--- src/rtl/dcd_pkg.sv ---
package dcd_pkg;
  localparam int ADDR_W   = 32;
  localparam int LEN_W    = 12;
  localparam int LEN_LSB  = 32;
  localparam int LAST_BIT = 63;

  localparam int C_DIR = 0;
  localparam int C_EN  = 1;
  localparam int C_RST = 2;
  localparam int C_VB  = 3;
  localparam int C_VA  = 4;

  localparam logic [1:0] SEL_CTRL = 2'd2;

  typedef struct packed {
    logic              last;
    logic [LEN_W-1:0]  len;
    logic [ADDR_W-1:0] base;
  } desc_t;

  typedef enum logic {ST_LOAD = 1'b0, ST_RUN = 1'b1} eng_st_t;

  function automatic desc_t unpack_desc(input logic [63:0] w);
    desc_t d;
    d.last = w[LAST_BIT];
    d.len  = w[LEN_LSB +: LEN_W];
    d.base = w[ADDR_W-1:0];
    return d;
  endfunction
endpackage

--- src/rtl/dcd_regs.sv ---
module dcd_regs
  import dcd_pkg::*;
(
  input  logic        clk,
  input  logic        rst,
  input  logic        cfg_we,
  input  logic [1:0]  cfg_sel,
  input  logic [63:0] cfg_wdata,
  input  logic [1:0]  done_clr,
  output desc_t       desc_a,
  output desc_t       desc_b,
  output logic [1:0]  vld,
  output logic        en,
  output logic        dir,
  output logic        soft_rst
);
  desc_t slot_q [2];
  logic  ctrl_wr;

  assign ctrl_wr  = cfg_we && (cfg_sel == SEL_CTRL);
  assign soft_rst = ctrl_wr && cfg_wdata[C_RST];

  for (genvar s = 0; s < 2; s++) begin : g_slot
    always_ff @(posedge clk) begin
      if (rst) slot_q[s] <= '0;
      else if (cfg_we && cfg_sel == 2'(s)) slot_q[s] <= unpack_desc(cfg_wdata);
    end
  end

  assign desc_a = slot_q[0];
  assign desc_b = slot_q[1];

  always_ff @(posedge clk) begin
    if (rst || soft_rst) begin
      dir <= 1'b0;
      en  <= 1'b0;
      vld <= 2'b00;
    end else if (ctrl_wr) begin
      dir <= cfg_wdata[C_DIR];
      en  <= cfg_wdata[C_EN];
      vld <= {cfg_wdata[C_VB], cfg_wdata[C_VA]};
    end else begin
      vld <= vld & ~done_clr;
    end
  end

  AST_RST_CLEARS_FLAGS: assert property (@(posedge clk) disable iff (rst)
    soft_rst |=> (vld == 2'b00 && !en && !dir));
endmodule

--- src/rtl/dcd_fetch.sv ---
module dcd_fetch
  import dcd_pkg::*;
#(
  parameter int WORD_BYTES = 8
) (
  input  logic                    clk,
  input  logic                    rst,
  input  logic                    flush,
  input  logic                    want,
  input  logic                    take,
  input  logic [ADDR_W-1:0]       byte_addr,
  input  logic                    mem_rvalid,
  input  logic [8*WORD_BYTES-1:0] mem_rdata,
  output logic                    mem_req,
  output logic [ADDR_W-1:0]       mem_addr,
  output logic                    have_word,
  output logic [7:0]              cur_byte
);
  localparam int OFF_W  = $clog2(WORD_BYTES);
  localparam int WORD_W = 8 * WORD_BYTES;

  logic              pend_q;
  logic [WORD_W-1:0] word_q;
  logic              issue;

  assign issue = want && !have_word && !pend_q;

  always_ff @(posedge clk) begin
    if (rst || flush) begin
      mem_req   <= 1'b0;
      pend_q    <= 1'b0;
      have_word <= 1'b0;
    end else begin
      mem_req <= 1'b0;
      if (issue) begin
        mem_req <= 1'b1;
        pend_q  <= 1'b1;
      end
      if (pend_q && mem_rvalid) begin
        pend_q    <= 1'b0;
        have_word <= 1'b1;
      end else if (take && (&byte_addr[OFF_W-1:0])) begin
        have_word <= 1'b0;
      end
    end
  end

  always_ff @(posedge clk) begin
    if (issue) mem_addr <= {byte_addr[ADDR_W-1:OFF_W], OFF_W'(0)};
    if (pend_q && mem_rvalid) word_q <= mem_rdata;
  end

  assign cur_byte = word_q[{byte_addr[OFF_W-1:0], 3'b000} +: 8];

  AST_SINGLE_READ: assert property (@(posedge clk) disable iff (rst)
    mem_req |=> !mem_req);
endmodule

--- src/rtl/dcd_engine.sv ---
module dcd_engine
  import dcd_pkg::*;
#(
  parameter int PAGE_BITS  = 12,
  parameter int ALIGN_BITS = 6
) (
  input  logic              clk,
  input  logic              rst,
  input  logic              soft_rst,
  input  logic              en,
  input  logic              dir,
  input  logic [1:0]        vld,
  input  desc_t             desc_a,
  input  desc_t             desc_b,
  input  logic              dev_ready,
  input  logic [7:0]        dev_din,
  input  logic              have_word,
  output logic              dev_take,
  output logic              dev_tc,
  output logic              want,
  output logic              flush,
  output logic [1:0]        done_clr,
  output logic [ADDR_W-1:0] addr_q,
  output logic [LEN_W-1:0]  rem_q,
  output logic              cur_q,
  output logic              active,
  output logic              mem_we,
  output logic [ADDR_W-1:0] mem_waddr,
  output logic [7:0]        mem_wbyte
);
  eng_st_t           st_q;
  logic              last_q;
  desc_t             cur_d;
  logic              finish;
  logic [ADDR_W-1:0] next_addr;

  assign cur_d     = cur_q ? desc_b : desc_a;
  assign active    = (st_q == ST_RUN) && en;
  assign dev_take  = active && (rem_q != '0) && dev_ready && (dir || have_word);
  assign want      = active && !dir && (rem_q != '0);
  assign finish    = active && (rem_q == '0);
  assign done_clr  = finish ? (cur_q ? 2'b10 : 2'b01) : 2'b00;
  assign flush     = finish || soft_rst;
  assign next_addr = {addr_q[ADDR_W-1:PAGE_BITS], addr_q[PAGE_BITS-1:0] + PAGE_BITS'(1)};

  always_ff @(posedge clk) begin
    if (rst || soft_rst) begin
      st_q   <= ST_LOAD;
      cur_q  <= 1'b0;
      rem_q  <= '0;
      addr_q <= '0;
      last_q <= 1'b0;
      dev_tc <= 1'b0;
      mem_we <= 1'b0;
    end else begin
      dev_tc <= 1'b0;
      mem_we <= 1'b0;
      case (st_q)
        ST_LOAD: begin
          if (en && vld[cur_q]) begin
            addr_q <= dir ? {cur_d.base[ADDR_W-1:ALIGN_BITS], ALIGN_BITS'(0)} : cur_d.base;
            rem_q  <= cur_d.len;
            last_q <= cur_d.last;
            st_q   <= ST_RUN;
          end
        end
        ST_RUN: begin
          if (finish) begin
            dev_tc <= last_q;
            cur_q  <= ~cur_q;
            st_q   <= ST_LOAD;
          end else if (dev_take) begin
            rem_q  <= rem_q - LEN_W'(1);
            addr_q <= next_addr;
            mem_we <= dir;
          end
        end
        default: st_q <= ST_LOAD;
      endcase
    end
  end

  always_ff @(posedge clk) begin
    if (dev_take) begin
      mem_waddr <= addr_q;
      mem_wbyte <= dev_din;
    end
  end

  AST_COUNT_STEP: assert property (@(posedge clk) disable iff (rst)
    (dev_take && !soft_rst) |=> rem_q == $past(rem_q) - LEN_W'(1));
  AST_PAGE_HOLD: assert property (@(posedge clk) disable iff (rst)
    (dev_take && !soft_rst) |=> addr_q[ADDR_W-1:PAGE_BITS] == $past(addr_q[ADDR_W-1:PAGE_BITS]));
  AST_FROZEN_HOLD: assert property (@(posedge clk) disable iff (rst)
    (st_q == ST_RUN && !en && !soft_rst) |=> ($stable(rem_q) && $stable(addr_q)));
  AST_TC_SINGLE: assert property (@(posedge clk) disable iff (rst)
    dev_tc |=> !dev_tc);
  AST_TAKE_READY: assert property (@(posedge clk) disable iff (rst)
    dev_take |-> (dev_ready && en));
  AST_SOFT_RST_IDLE: assert property (@(posedge clk) disable iff (rst)
    soft_rst |=> (rem_q == '0 && st_q == ST_LOAD && !cur_q && !dev_tc));
  AST_IN_ALIGNED: assert property (@(posedge clk) disable iff (rst)
    (st_q == ST_LOAD && en && vld[cur_q] && dir && !soft_rst) |=> addr_q[ALIGN_BITS-1:0] == '0);
endmodule

--- src/rtl/duo_ctx_dma.sv ---
module duo_ctx_dma
  import dcd_pkg::*;
#(
  parameter int WORD_BYTES = 8,
  parameter int PAGE_BITS  = 12,
  parameter int ALIGN_BITS = 6
) (
  input  logic                    clk,
  input  logic                    rst,
  input  logic                    cfg_we,
  input  logic [1:0]              cfg_sel,
  input  logic [63:0]             cfg_wdata,
  output logic [4:0]              ctrl_q,
  output logic [13:0]             diag_q,
  output logic                    mem_req,
  output logic [31:0]             mem_addr,
  input  logic                    mem_rvalid,
  input  logic [8*WORD_BYTES-1:0] mem_rdata,
  output logic                    mem_we,
  output logic [31:0]             mem_waddr,
  output logic [7:0]              mem_wbyte,
  input  logic                    dev_ready,
  input  logic [7:0]              dev_din,
  output logic                    dev_take,
  output logic [7:0]              dev_dout,
  output logic                    dev_tc
);
  desc_t             desc_a, desc_b;
  logic [1:0]        vld, done_clr;
  logic              en, dir, soft_rst;
  logic              want, flush, have_word, cur_q, active;
  logic [ADDR_W-1:0] addr_q;
  logic [LEN_W-1:0]  rem_q;

  dcd_regs u_regs (
    .clk, .rst, .cfg_we, .cfg_sel, .cfg_wdata, .done_clr,
    .desc_a, .desc_b, .vld, .en, .dir, .soft_rst
  );

  dcd_engine #(.PAGE_BITS(PAGE_BITS), .ALIGN_BITS(ALIGN_BITS)) u_engine (
    .clk, .rst, .soft_rst, .en, .dir, .vld, .desc_a, .desc_b,
    .dev_ready, .dev_din, .have_word, .dev_take, .dev_tc, .want, .flush,
    .done_clr, .addr_q, .rem_q, .cur_q, .active, .mem_we, .mem_waddr, .mem_wbyte
  );

  dcd_fetch #(.WORD_BYTES(WORD_BYTES)) u_fetch (
    .clk, .rst, .flush, .want, .take(dev_take), .byte_addr(addr_q),
    .mem_rvalid, .mem_rdata, .mem_req, .mem_addr, .have_word, .cur_byte(dev_dout)
  );

  assign ctrl_q = {vld[0], vld[1], 1'b0, en, dir};
  assign diag_q = {rem_q, active, cur_q};
endmodule

--- config.mk ---
export PLATFORM = sky130hd
export DESIGN_NAME = duo_ctx_dma
export DESIGN_NICKNAME = d
export VERILOG_FILES = /design/src/rtl/dcd_pkg.sv /design/src/rtl/dcd_regs.sv /design/src/rtl/dcd_fetch.sv /design/src/rtl/dcd_engine.sv /design/src/rtl/duo_ctx_dma.sv
export SDC_FILE = /design/constraint.sdc
export NUM_CORES = 1
export LEC_CHECK = 0
export ABC_AREA = 1
export ABC_CLOCK_PERIOD_IN_PS = 4120
export BUFFER_PORTS_ARGS = -buffer_cell sky130_fd_sc_hd__buf_2
export CAP_MARGIN = 25
export CORE_ASPECT_RATIO = 0.9
export CORE_MARGIN = 1.5
export CORE_UTILIZATION = 30
export DETAILED_ROUTE_END_ITERATION = 16
export PLACE_DENSITY = 0.54
export SYNTH_ARGS = -nofsm -noshare
export SYNTH_HDL_FRONTEND = slang
export SYNTH_SLANG_ARGS = --single-unit
--- constraint.sdc ---
create_clock -name clk -period 4.12 [get_ports clk]
set_input_delay 0.206 -clock clk [delete_from_list [all_inputs] [get_ports clk]]
set_output_delay 0.206 -clock clk [all_outputs]
set_load 0.01 [all_outputs]
Word level (Yosys, flattened, before mapping)
Memories as Yosys holds them, arrays and structs flattened.
Cells that the tools add are included.
{"block": "totals", "register_bits": 189, "mem_bits_rw": 90, "input_bits": 143, "out_inout_bits": 103, "elab_cells": 102, "n_memories": 1}
{"memory": "u_regs.slot_q", "depth": 2, "width": 45, "rd": 2, "rd_ports_with_merged_regs": 0, "write_ports": 2, "line": "dcd_regs.sv:17", "rtl": "desc_t slot_q [2];"}
{"block": "op_classes", "n_addsub": 2, "n_lt_le_gt_ge": 1, "n_eq_ne": 5, "shifts": 1, "mux": 31, "bitwise_logic": 8, "n_reduce_logical": 35}
{"cell": "2-to-1 mux 45 bit", "count": 3}
{"cell": "2-to-1 mux 32 bit", "count": 2}
{"cell": "case mux 32 bit (2 select lines)", "count": 1}
{"cell": "indexed part select 64 x 7 -> 8 bit", "count": 1}
{"cell": "2-to-1 mux 12 bit", "count": 4}
{"cell": "case mux 12 bit (2 select lines)", "count": 1}
{"cell": "logical AND 1 bit", "count": 16}
{"cell": "2-to-1 mux 1 bit", "count": 15}
{"cell": "adder 12 x 1 -> 12 bit, second input constant", "count": 1}
{"cell": "logical NOT 12 bit", "count": 1}
{"cell": "nonzero test 12 bit", "count": 1}
{"cell": "subtractor 12 x 1 -> 12 bit, second input constant", "count": 1}
{"cell": "2-to-1 mux 2 bit", "count": 3}
{"cell": "2-to-1 mux 6 bit", "count": 1}
{"cell": "AND reduction 2 bit", "count": 3}
{"cell": "AND reduction 3 bit", "count": 2}
{"cell": "logical OR 1 bit", "count": 4}
{"cell": "inequality test 2 x 1 -> 1 bit, second input constant", "count": 2}
{"cell": "inverter 1 bit", "count": 4}
{"cell": "OR reduction 4 bit", "count": 1}
{"cell": "logical NOT 1 bit", "count": 3}
{"cell": "OR reduction 3 bit", "count": 1}
{"cell": "bitwise AND 2 bit", "count": 1}
{"cell": "equality test 2 x 1 -> 1 bit, second input constant", "count": 1}
{"cell": "9 further kinds", "count": 10}

Longest topological paths before layout
{"block": "logic_depth", "depth_word": 7, "depth_mapped": 11, "ltp_nobuf": 10}

Hierarchy
A second synthesis with hierarchy kept.
{"block": "unflattened", "hier_cells": 1189, "hier_area_um2": 11942.7}
{"module": "dcd_engine", "instances": 1, "cells_per_inst": 586, "area_each_um2": 4424.2, "seq_area_each_um2": 2182.1}
{"module": "dcd_fetch", "instances": 1, "cells_per_inst": 326, "area_each_um2": 3867.5, "seq_area_each_um2": 2852.7}
{"module": "dcd_regs", "instances": 1, "cells_per_inst": 271, "area_each_um2": 3609.7, "seq_area_each_um2": 2782.7}
{"module": "duo_ctx_dma", "instances": 1, "cells_per_inst": 6, "area_each_um2": 41.3, "seq_area_each_um2": 0.0}

Least setup slack after synthesis
No wires, ideal clock.
{"block": "synth_path", "path_type": "input-to-reg", "startpoint": "input cfg_we", "endpoint": "memory u_regs.slot_q[1][0] (netlist name) (enable)", "setup_time_ns": 0.515, "arrival_time_ns": 3.651, "required_ns": 3.605, "setup_slack_ns": -0.046, "stages": 2, "n_path_buf": 0, "cell_sequence": "inv_1 > o31ai_1"}
{"element": "from (decl)", "line": "duo_ctx_dma.sv:10", "rtl": "input logic cfg_we,"}
{"element": "to (decl)", "line": "dcd_regs.sv:17"}

Worst setup path after layout
{"block": "layout_path", "startpoint": "register u_engine.addr_q[1]", "endpoint": "output dev_dout[0]"}
{"block": "layout_between", "elab_chain_len": 1}
{"element": "from (decl)", "line": "dcd_engine.sv:23", "rtl": "output logic [ADDR_W-1:0] addr_q,"}
{"element": "from (signal assigned)", "line": "dcd_engine.sv:61", "rtl": "addr_q <= dir ? {cur_d.base[ADDR_W-1:ALIGN_BITS], ALIGN_BITS'(0)} : cur_d.base;"}
{"element": "from (signal assigned)", "line": "dcd_engine.sv:74", "rtl": "addr_q <= next_addr;"}
{"element": "indexed part select 64 x 7 -> 8 bit", "line": "dcd_fetch.sv:53", "rtl": "assign cur_byte = word_q[{byte_addr[OFF_W-1:0], 3'b000} +: 8];"}
{"element": "to (decl)", "line": "duo_ctx_dma.sv:25", "rtl": "output logic [7:0] dev_dout,"}
No other way between the ends.

==> metrics.txt <==
status=finished clean; post-synthesis mux area share=0.00178; grt total ovfl=0; adder-cell share of the synthesized area=0.00446; most frequent cell after synthesis=edfxtp_1; Worst setup EP type=primary output; DR iter-0 viols=595; Worst path depth=6; Syn Inst Count=1070; clk_skew=15.6 ps; power per cell area=405 nW/um2; CTS resizes=0; slew margin rel.=0.362; WS Path Type=flip-flop to primary output; synthesized flop and latch total=279; Data arrival, critical path=around 2600 ps; Hold Path Class=primary input to flip-flop; worst-path maximum fanout=20; Distinct cells, synth=31; Routed Wire Length=30.8 mm; worst slack, placed=1660 ps; total die area=38600 um2; root buffer cell=clkbuf_16; placer congestion estimate=between 0.7 and 0.8; IO Port Bufs=222; Max stage delay on crit path=860 ps; first-pass GRT wire length=47.3 mm; fraction of registers with async set/reset=0; Compound-Gate Fraction of Synth Area=0.0685; die height=~190 um; yosys warns=0; syn avg cell area=10.5 um2; RSZ-0062 raised after global routing=no; DRT antenna net count=0; initial antenna violation count=1; H-tree depth=1; vias post-DR=8460; register area share after synthesis=0.696; CTS tree=done; Clock Latency Late Sink=550 ps; Slew Limit Fails=0; final period utilization=0.685; core area=37100 um2; CTS Sinks=279; Yosys top cell area share=0.597; Avg WL per Cell=~16 um; Post-Synth XOR/XNOR Area=0.000780; Final Hold Viols=0; Crit path top cell by count=nand2_1; CTS Buf Count=30; via-per-instance ratio=around 4.4; total track usage=0.157; combinational family with the most area after synthesis=simple AND/OR/NAND/NOR gates; layout cell share with drive strength beyond 1=0.206; CTS max path bufs=3; Initial Utilization=0.303; largest cells by area after synthesis=edfxtp_1 (60%), dfxtp_1 (10%), nor2_1 (7.4%); Worst-Margin Slew=957 ps; Startpoint Class=flip-flop; pin count of the biggest net entering global routing=~50; # Max-Cap Violations=0; Worst VDD drop=about 0.00028 V; area leader, netlist=edfxtp_1; reg2reg path depth=5; CP required=slightly below 4000 ps; Crit path max-delay family=flip-flops; simple-gate area share of the yosys netlist=0.171; setup violation total in the final timing report=0; Slowest-stage cell, CP=dfxtp_1; die width=207 um; DRT Pass-1 Iters=5; DRC=0; # rows=67; FMAX=354 MHz; Synth Cell Area=around 11000 um2; CTS clk-pin slew, worst paths=60 ps; vias in the first global route=8208; Leak=6.26 nW; Post-synth EDFFs=between 200 and 250; Setup TNS=0 ps; # Post-CTS Setup Buffers=0; Area growth syn-to-layout=32.8%; final worst setup slack=1300 ps; Final nets=roughly 1500; post-DP HPWL=19.5 mm; filler cell count=3630; list of most frequent post-synthesis cells=edfxtp_1 (223), nor2_1 (222), nand2_1 (192); dominant synthesized flop cell=edfxtp_1; IO Count=246; crit-path cells=inv_1 -> o21ai_0 -> o22ai_1 -> nand2_1 -> nand2_1 -> buf_2; worst hold path cell count=3; clock period minus worst slack=between 2000 and 3000 ps; Buf/Inv on CP=2
## worst reg2reg max path, cell delays in order, from the launching register on
cell and delay (ps):
dfxtp_1 420, inv_1 510, o2111ai_4 640, buf_4 450, o21ai_0 220, a21oi_1 70
## final timing paths
check | startpoint | end | slack (ps)
max reg2reg | u_engine.st_q | u_engine.addr_q[29] | 1700
min | cfg_wdata[31] | u_regs.slot_q[1][31] | 10
min reg2reg | u_engine.addr_q[18] | u_fetch.mem_addr[18] | 460
max | u_engine.addr_q[1] | dev_dout[0] | 1300
## power by group
| part | switching [W] | leakage [nW] | total, W | internal (W) |
|---|---|---|---|---|
| combinational | 0.000159 | 3.24 | 0.000308 | 0.000149 |
| sequential | 0.0000209 | 2.56 | 0.00312 | 0.00310 |
| clock | 0.00107 | 0.466 | 0.00260 | 0.00154 |
## layout by cell type, fill, tap and decap left out, types with 2 or more instances in the layout
cell type	instances
clkinv_1	3
o22ai_1	19
o21ai_0	86
inv_1	99
nand2_1	192
nand3b_1	2
dlygate4sd3_1	109
a21oi_1	35
mux2i_1	2
nand3_1	49
clkbuf_8	2
edfxtp_1	223
o31ai_4	2
buf_4	14
clkbuf_1	12
ha_1	4
bufinv_16	2
dfxtp_1	55
clkinv_2	5
inv_2	5
conb_1	4
buf_2	222
nor2_2	2
nor2_1	222
clkbuf_16	31
nand4_1	8
## per-layer routing
layer,share of wire,vias up,global-route usage
met4,0.019,0,0.0374
li1,-,4219,-
met2,0.45,244,0.246
met3,0.059,42,0.0264
met5,0,-,0
met1,0.47,3955,0.226
## sequential cells by signal, indices dropped and copies added (netlist names)
name / cells
u_engine.addr_q: 32
u_engine.dev_tc: 1
u_fetch.word_q: 64
u_fetch.have_word: 1
u_engine.mem_waddr: 32
u_fetch.mem_req: 1
u_engine.mem_wbyte: 8
u_fetch.pend_q: 1
u_regs.en: 1
u_fetch.mem_addr: 29
u_engine.cur_q: 1
u_engine.st_q: 1
u_regs.dir: 1
u_regs.vld: 2
u_engine.last_q: 1
u_regs.slot_q: 90
u_engine.mem_we: 1
u_engine.rem_q: 12
## kinds of logic after synthesis
kind of cell / Yosys count
simple gates: 480
other cells: 1
xor+xnor: 1
flops: 279
buf+inv: 158
compound gates: 145
mux: 2
fa+ha+maj: 4
## through the flow
stage          power [W]  instances  utilization  hold slack, ps  area, um2
5_1_grt          0.00626       1905        0.402            23.0      14900
6_report         0.00604       1905        0.402            14.7      14900
4_1_cts          0.00611       1904        0.402            1.44      14900
3_5_place_dp     0.00341       1740        0.347             384      12900
2_1_floorplan    0.00329       1073            -             305      11200
3_3_place_gp     0.00340       1740        0.347             383      12900
## cell type report
cell class,instances,area (um2),share of cell area
clock inverters,10,101,0.00680
flip-flops and latches,279,7820,0.525
multi-input cells,636,2820,0.189
repair buffers,345,2310,0.155
clock buffers,45,848,0.0569
inverters,106,400,0.0269
diodes,1,2.50,0.000168
well taps,483,604,0.0405
## timing repair
item                                    in CTS  in global routing
endpoints found under the hold margin      149                  0
endpoints found under the setup margin       0                  0
hold buffers                               109                  0
Power figures use the tool's default switching activity.
